[src/rtl/agu_pkg.sv]
package agu_pkg;

    localparam int unsigned ADDR_W_DEF = 32;
    localparam int unsigned OFF_W_DEF  = 12;
    localparam int unsigned DATA_W     = 32;
    localparam int unsigned LANES      = DATA_W / 8;
    localparam int unsigned LANE_IDX_W = $clog2(LANES);

    typedef enum logic [1:0] {
        IDX_OFFSET = 2'd0,
        IDX_PRE    = 2'd1,
        IDX_POST   = 2'd2,
        IDX_RSVD   = 2'd3
    } idx_mode_e;

    typedef enum logic [1:0] {
        SZ_BYTE = 2'd0,
        SZ_HALF = 2'd1,
        SZ_WORD = 2'd2,
        SZ_RSVD = 2'd3
    } xfer_size_e;

    typedef enum logic {
        ST_IDLE = 1'b0,
        ST_BUSY = 1'b1
    } ctrl_state_e;

    typedef struct packed {
        logic           we;
        logic           wb_en;
        logic [LANES-1:0] be;
    } txn_ctl_t;

    function automatic logic mode_writes_back(idx_mode_e m);
        return (m == IDX_PRE) || (m == IDX_POST);
    endfunction

    function automatic logic mode_access_base(idx_mode_e m);
        return (m == IDX_POST);
    endfunction

endpackage

[src/rtl/agu_offset_adder.sv]
module agu_offset_adder #(
    parameter int unsigned ADDR_W = 32,
    parameter int unsigned OFF_W  = 12
) (
    input  logic [ADDR_W-1:0] base,
    input  logic [OFF_W-1:0]  offset,
    input  logic              up,
    output logic [ADDR_W-1:0] sum
);
    localparam int unsigned PAD_W = ADDR_W - OFF_W;

    logic [ADDR_W-1:0] ext;
    logic [ADDR_W-1:0] operand;

    // one adder: subtraction is base + ~ext + 1
    always_comb begin
        ext     = {{PAD_W{1'b0}}, offset};
        operand = up ? ext : ~ext;
        sum     = base + operand + {{(ADDR_W-1){1'b0}}, ~up};
    end
endmodule

[src/rtl/agu_lane_decode.sv]
module agu_lane_decode
    import agu_pkg::*;
(
    input  xfer_size_e          size,
    input  logic [LANE_IDX_W-1:0] addr_lo,
    output logic [LANES-1:0]    be
);
    localparam int unsigned HALF_LANES = LANES / 2;

    logic [LANES-1:0] byte_be;
    logic [LANES-1:0] half_be;

    genvar g;
    generate
        for (g = 0; g < LANES; g++) begin : g_lane
            assign byte_be[g] = (addr_lo == LANE_IDX_W'(g));
            assign half_be[g] = (addr_lo[LANE_IDX_W-1] == (g >= HALF_LANES));
        end
    endgenerate

    always_comb begin
        unique case (size)
            SZ_BYTE: be = byte_be;
            SZ_HALF: be = half_be;
            default: be = {LANES{1'b1}};
        endcase
    end
endmodule

[src/rtl/agu_req_ctrl.sv]
module agu_req_ctrl
    import agu_pkg::*;
(
    input  logic clk,
    input  logic rst,
    input  logic req_valid,
    input  logic mem_ready,
    output logic idle,
    output logic capture,
    output logic busy,
    output logic done
);
    ctrl_state_e state_q, state_d;

    always_comb begin
        idle    = (state_q == ST_IDLE);
        busy    = (state_q == ST_BUSY);
        capture = idle && req_valid;
        done    = busy && mem_ready;
        state_d = state_q;
        if (capture)   state_d = ST_BUSY;
        else if (done) state_d = ST_IDLE;
    end

    always_ff @(posedge clk) begin
        if (rst) state_q <= ST_IDLE;
        else     state_q <= state_d;
    end
endmodule

[src/rtl/lsu_addr_gen.sv]
module lsu_addr_gen
    import agu_pkg::*;
#(
    parameter int unsigned ADDR_W = ADDR_W_DEF,
    parameter int unsigned OFF_W  = OFF_W_DEF
) (
    input  logic              clk,
    input  logic              rst,
    input  logic              req_valid,
    output logic              req_ready,
    input  logic [ADDR_W-1:0] req_base,
    input  logic [OFF_W-1:0]  req_offset,
    input  logic [1:0]        req_mode,
    input  logic              req_up,
    input  logic              req_load,
    input  logic [1:0]        req_size,
    input  logic [DATA_W-1:0] req_wdata,
    output logic              mem_req,
    output logic              mem_we,
    output logic [ADDR_W-1:0] mem_addr,
    output logic [LANES-1:0]  mem_be,
    output logic [DATA_W-1:0] mem_wdata,
    input  logic              mem_ready,
    input  logic [DATA_W-1:0] mem_rdata,
    output logic              ld_valid,
    output logic [DATA_W-1:0] ld_data,
    output logic              wb_valid,
    output logic [ADDR_W-1:0] wb_data
);
    idx_mode_e  mode;
    xfer_size_e size;
    logic [ADDR_W-1:0] sum;
    logic [ADDR_W-1:0] acc_addr;
    logic [LANES-1:0]  be_d;
    txn_ctl_t          ctl_d, ctl_q;
    logic [ADDR_W-1:0] addr_q, wb_q;
    logic [DATA_W-1:0] wdata_q;
    logic idle, capture, busy, done;

    assign mode = idx_mode_e'(req_mode);
    assign size = xfer_size_e'(req_size);

    agu_offset_adder #(.ADDR_W(ADDR_W), .OFF_W(OFF_W)) u_add (
        .base   (req_base),
        .offset (req_offset),
        .up     (req_up),
        .sum    (sum)
    );

    assign acc_addr = mode_access_base(mode) ? req_base : sum;

    agu_lane_decode u_lanes (
        .size    (size),
        .addr_lo (acc_addr[LANE_IDX_W-1:0]),
        .be      (be_d)
    );

    agu_req_ctrl u_ctrl (
        .clk       (clk),
        .rst       (rst),
        .req_valid (req_valid),
        .mem_ready (mem_ready),
        .idle      (idle),
        .capture   (capture),
        .busy      (busy),
        .done      (done)
    );

    always_comb begin
        ctl_d.we    = ~req_load;
        ctl_d.wb_en = mode_writes_back(mode);
        ctl_d.be    = be_d;
    end

    always_ff @(posedge clk) begin
        if (rst) begin
            ctl_q   <= '0;
            addr_q  <= '0;
            wb_q    <= '0;
            wdata_q <= '0;
        end else if (capture) begin
            ctl_q   <= ctl_d;
            addr_q  <= acc_addr;
            wb_q    <= sum;
            wdata_q <= req_wdata;
        end
    end

    assign req_ready = idle;
    assign mem_req   = busy;
    assign mem_we    = ctl_q.we;
    assign mem_addr  = addr_q;
    assign mem_be    = ctl_q.be;
    assign mem_wdata = wdata_q;
    assign ld_valid  = done && !ctl_q.we;
    assign ld_data   = mem_rdata;
    assign wb_valid  = done && ctl_q.wb_en;
    assign wb_data   = wb_q;
endmodule

[config.mk]
export PLATFORM = sky130hd
export DESIGN_NAME = lsu_addr_gen
export DESIGN_NICKNAME = d
export VERILOG_FILES = /design/src/rtl/agu_pkg.sv /design/src/rtl/agu_offset_adder.sv /design/src/rtl/agu_lane_decode.sv /design/src/rtl/agu_req_ctrl.sv /design/src/rtl/lsu_addr_gen.sv
export SDC_FILE = /design/constraint.sdc
export NUM_CORES = 1
export LEC_CHECK = 0
export BUFFER_PORTS_ARGS = -buffer_cell sky130_fd_sc_hd__buf_4
export CAP_MARGIN = 10
export CORE_AREA = 2 2 115 117
export CTS_CLUSTER_SIZE = 30
export DETAILED_ROUTE_END_ITERATION = 8
export DIE_AREA = 0 0 117 119
export PLACE_DENSITY = 0.83
export SLEW_MARGIN = 0
export SYNTH_ARGS = -nofsm -noshare
export SYNTH_HDL_FRONTEND = slang
export SYNTH_SLANG_ARGS = --single-unit
export TNS_END_PERCENT = 50
[constraint.sdc]
create_clock -name clk -period 3.9 [get_ports clk]
set_clock_uncertainty 0.1 [all_clocks]
set_input_delay 0.39 -clock clk [delete_from_list [all_inputs] [get_ports clk]]
set_output_delay 0.39 -clock clk [all_outputs]
set_load 0.01 [all_outputs]
**Word-level counts from Yosys, hierarchy flattened**

Cells that the tools add are included.

- Bits in registers: 103
- Bits of input ports: 118
- Output and inout port bits: 137
- Word-level logic and storage cells: 34

- Add/sub/neg operators: 2
- Eq/ne operators: 6
- Mux-type cells: 5
- Bitwise logic cells: 5
- Reduce and logical (&&, ||, !) cells: 9

Operator list:

| operator | number |
|---|---|
| 2-to-1 mux 32 bit | 2 |
| adder 32 x 1 -> 32 bit | 1 |
| adder 32 bit | 1 |
| inverter 12 -> 32 bit | 1 |
| case mux 4 bit (2 select lines) | 1 |
| equality test 2 x 1 -> 1 bit, second input constant | 3 |
| equality test 2 bit, second input constant | 3 |
| logical AND 1 bit | 4 |
| logical NOT 2 bit | 2 |
| inverter 1 bit | 4 |
| 2-to-1 mux 1 bit | 2 |
| nonzero test 2 bit | 1 |
| logical NOT 1 bit | 1 |
| logical OR 1 bit | 1 |

**Longest topological paths before layout**

- Depth after elaboration: 7
- Gate-level depth with buffers: 12
- Mapped depth without buffers: 11

**By module**

From an unflattened synthesis, not the netlist that was laid out.

- Cells, all modules: 696
- Area, all modules: 6,308.6 µm²

Modules (own cells, without submodules):

| module | times used | cells each | area an instance (µm²) | seq. area each (µm²) |
|---|---|---|---|---|
| lsu_addr_gen | 1 | 409 | 4,221.5 | 2,042.0 |
| agu_offset_adder | 1 | 274 | 1,983.2 | 0.0 |
| agu_req_ctrl | 1 | 6 | 52.6 | 20.0 |
| agu_lane_decode | 1 | 7 | 51.3 | 0.0 |

**Worst setup path before layout**

Ideal clock, no wire load.

- Kind: input to register
- From: input port req_up
- To: register addr_q[24], in the netlist mem_addr[24]
- Library setup time: 0.133 ns
- Arrival: 3.135 ns
- Required time: 3.667 ns
- Path slack: 0.532 ns
- Stages on the path: 12
- Path buffers: 2
- Cells stage by stage: buf_2 -> buf_1 -> xnor2_1 -> ha_1 -> a21oi_2 -> and2b_2 -> a21oi_2 -> a311o_1 -> o211a_1 -> or3_1 -> a211oi_1 -> nor4_1

- Cells in the longest elaborated chain, start to end: 4
- Elaborated cells between the ends (all ways): 5
- Classes of those cells: 2 x add/sub; 2 x mux; 1 x bitwise

RTL lines:

| what | RTL line | RTL |
|---|---|---|
| from (decl) | lsu_addr_gen.sv:14 | `input logic req_up,` |
| 2-to-1 mux 32 bit | agu_offset_adder.sv:18 | `operand = up ? ext : ~ext;` |
| adder 32 bit | agu_offset_adder.sv:19 | `sum = base + operand + {{(ADDR_W-1){1'b0}}, ~up};` |
| adder 32 x 1 -> 32 bit (*) | agu_offset_adder.sv:19 |  |
| 2-to-1 mux 32 bit (*) | lsu_addr_gen.sv:50 | `assign acc_addr = mode_access_base(mode) ? req_base : sum;` |
| to (signal assigned) | lsu_addr_gen.sv:83 | `addr_q <= acc_addr;` |
| to (decl) | lsu_addr_gen.sv:36 | `logic [ADDR_W-1:0] addr_q, wb_q;` |

Every way passes the cells marked *; elsewhere a longest branch is shown, timed or not.
A chain may end at the register's enable or synchronous reset.

**Worst setup path in the final report**

- From: input port req_up
- To: register wb_q[29], in the netlist wb_data[29]

- Cells in the longest elaborated chain, start to end: 3
- Elaborated cells between the ends (all ways): 4
- Classes of those cells: 2 x add/sub; 1 x mux; 1 x bitwise

RTL lines:

| what | RTL line | RTL |
|---|---|---|
| 2-to-1 mux 32 bit | agu_offset_adder.sv:18 |  |
| adder 32 bit | agu_offset_adder.sv:19 |  |
| adder 32 x 1 -> 32 bit (*) | agu_offset_adder.sv:19 |  |
| to (signal assigned) | lsu_addr_gen.sv:84 | `wb_q <= sum;` |
| to (decl) | lsu_addr_gen.sv:36 |  |

Marks and branches as above.

==> flow_summary_export.csv <==
group,metric,value,unit
status,status,"complete, no violations",
detailed_routing,routed_via_density,5.59,
logic_synthesis,syn_nets,957,
clock_tree,cts_tree,"done",
power_and_ir_drop,irDropWorstVdd,0.250,mV
setup_path,path_max_fanout,20,
detailed_routing,totalWireLength,17300,um
setup_path,r2r_cells,7,
clock_tree,postCtsSetupRepairBufs,0,
logic_synthesis,synth-main-ff-cell,"dfxtp_1",
logic_synthesis,synth_top_area_share,33.7,%
clock_tree,root_buffer,"clkbuf_16",
global_route,grt_overflow,0,
min_path,hold_start,"req_load",
floorplanning,start_util,47.5,%
timing,hold_violations,0,
global_route,grt_pass1_vias,5668,
timing,finalSetupViolations,0,
cells_and_area,antennaDiodeCount,0,
setup_path,reg2reg_to,"wb_data[30]",
detailed_routing,dr.pass1.iters,4,
logic_synthesis,synth_area,6120,um2
setup_path,critPathCaptureType,"flip-flop",
setup_path,required,4.00,ns
floorplanning,io_pins,255,
global_route,grt_max_degree,104,
cells_and_area,syn2layout_area_growth,25.4,%
logic_synthesis,yosysWarnings,0,
power_and_ir_drop,p_per_area,399,nW/um2
timing,worst_slew_pin_slew,1.05,ns
clock_tree,htree_num_levels,3,
logic_synthesis,synth_top_area_cell,"dfxtp_1",
timing,slew_viol_final,0,
timing,fin_crit,3.17,ns
logic_synthesis,ys_seq_elements,103,
detailed_routing,drt.antenna.violating_nets,0,
detailed_routing,num_vias,6196,
timing,max_slew_margin,30.0,%
place,portBuffers,190,
power_and_ir_drop,power,0.00306,W
clock_tree,cts_hold_buffers,0,
timing,finalSetupTns,0,ns
logic_synthesis,synth.distinct_cells,59,
timing,max_freq,316,MHz
timing,rsz0062_at_grt,"no",
clock_tree,cts_resized,0,
run,cap_violations,0,
logic_synthesis,async_reset_ff_share,0,%
clock_tree,cts_buffer_depth,2,
setup_path,cp-start-kind,"input port",
detailed_routing,drcViolationCount,0,
setup_path,path_class,"in -> reg",
detailed_routing,drtIter0Drc,410,
cells_and_area,drive_gt1_share,23.9,%
clock_tree,path_clk_slew,0.07,ns
clock_tree,clk_latency,0.35,ns
global_route,grt_usage,24.0,%
place,place_hpwl,12600,um
clock_tree,numCtsBuffers,9,
clock_tree,cts_num_sinks,103,
min_path,hp-class,"in -> reg",
logic_synthesis,synthTopCellsByArea,"dfxtp_1 34%, nand2_1 9.6%, a21oi_1 8.3%, ha_1 6.3%, buf_4 4.4%",
setup_path,cp_data_arrival_time,3.26,ns
floorplanning,coreArea,12900,um2
logic_synthesis,syn_inst,807,
cells_and_area,nNetsFinal,1078,
logic_synthesis,synth.avg_cell_area,7.58,um2
min_path,hold-path-cell-count,2,
place,gp_congestion,0.908,
cells_and_area,postLayoutCellArea,7670,um2
floorplanning,rows,42,
floorplanning,die_area,13900,um2
power_and_ir_drop,p_leak,3.51,nW
setup_path,r2r_setup_slack,1.85,ns
min_path,hold_end,"mem_we",
logic_synthesis,synth-edff-count,0,
floorplanning,die_y,119,um
setup_path,crit-reg2reg-launch,"u_ctrl.busy",
timing,fin_crit_sh,81.2,%
logic_synthesis,yosysSeqAreaShare,33.7,%
global_route,grt_pass1_wl,26700,um
global_route,antenna_found_initial,0,
floorplanning,dieWidth,117,um
place,dpl_cell_area,7370,um2
detailed_routing,wl_per_cell,15.6,um
## layout by cell type, fill, tap and decap left out, types with 7 or more instances in the layout
| cell | n |
|---|---|
| nand4_1 | 7 |
| a211oi_1 | 18 |
| nand2_1 | 155 |
| a311oi_1 | 7 |
| ha_1 | 31 |
| nor2_1 | 49 |
| xnor2_1 | 21 |
| xor2_1 | 12 |
| dfxtp_1 | 103 |
| mux2i_1 | 11 |
| o21ai_0 | 38 |
| nor3_1 | 11 |
| clkbuf_16 | 9 |
| buf_4 | 195 |
| o211ai_1 | 7 |
| a21o_1 | 19 |
| inv_1 | 13 |
| a21oi_1 | 101 |
| nand3_1 | 22 |
| and3_1 | 8 |
| a31oi_1 | 13 |
## per-layer routing
metal,routed length (um),global-route usage (%)
met1,7470,29.9
met2,8210,40.7
met3,1220,4.27
met4,405,8.97
met5,0,0
## sequential cells by signal, summed over array words and instances (netlist names)
| register | flops |
|---|---|
| ctl_q | 1 |
| mem_addr | 32 |
| mem_be | 4 |
| mem_wdata | 32 |
| mem_we | 1 |
| u_ctrl.busy | 1 |
| wb_data | 32 |
## logic make-up (layout without fill, tap and decap cells)
kind of cell,count (synthesis),after routing,synth area share (%)
DFF,103,103,33.7
muxes,11,11,1.80
AOI/OAI and AO/OA,243,243,24.4
and+or+nand+nor,284,284,20.2
buffers and inverters,101,227,8.47
xor gates and xnor gates,33,33,4.72
adders and majority gates,32,32,6.67
## through the flow
step	hold slack [ns]	setup WS, ns	std cells	util (%)
2_1_floorplan	0.374	0.532	807	-
3_3_place_gp	0.341	0.445	1093	57.2
3_5_place_dp	0.347	0.404	1093	57.2
4_1_cts	0.0993	0.762	1109	59.6
5_1_grt	0.116	0.551	1109	59.6
6_report	0.112	0.733	1109	59.6
## synth_stat cells (3+ instances only)
library cell and number:
o22ai_1 4, dfxtp_1 103, a211oi_1 18, or3_1 6, nand2b_1 5, nand4_1 7, mux2i_1 11, o21ai_0 38
a311oi_1 7, ha_1 31, nand3_1 22, inv_1 13, a21o_1 19, nor2b_1 7, a31oi_1 13, xor2_1 12
clkbuf_1 42, buf_4 36, a21oi_1 101, xnor2_1 21, o21bai_1 4, o211ai_1 7, a22oi_1 6, o21ai_1 3
and2_1 4, nor3_1 11, nor2_1 49, o21a_1 4, buf_1 5, nand2_1 156, and3_1 8
## area by class of cell
type                    instances  area (um2)
fillers                      1148        5200
multi-input cells             603        3550
flip-flops and latches        103        2060
repair buffers                196        1480
clock buffers                   9         225
well taps                     176         220
clock inverters                 7        77.6
inverters                      15        56.3
## critical path, stage by stage
cell	delay, ns
buf_4	0.20
inv_1	0.53
ha_1	0.43
a21oi_1	0.17
o21ai_1	0.08
a31oi_1	0.36
o21a_1	0.21
a21oi_1	0.15
or4_1	0.56
nand4_1	0.11
a21oi_1	0.06
## worst max path at each step
stage	slack [ns]	to	start
final	0.73	wb_data[29]	req_up
after global routing	0.55	mem_addr[24]	req_up
after CTS	0.76	wb_data[29]	req_up
after detailed placement	0.40	wb_data[29]	req_up
after global placement	0.44	wb_data[29]	req_up
after floorplan	0.53	mem_addr[24]	req_up
## report_power, final
part	total, W	internal [W]	leakage [nW]	switching (W)
combinational	0.000929	0.000414	2.51	0.000515
sequential	0.00120	0.00115	0.850	0.0000536
clock	0.000928	0.000505	0.147	0.000423
Note: power is estimated with default switching activity, not from simulation.
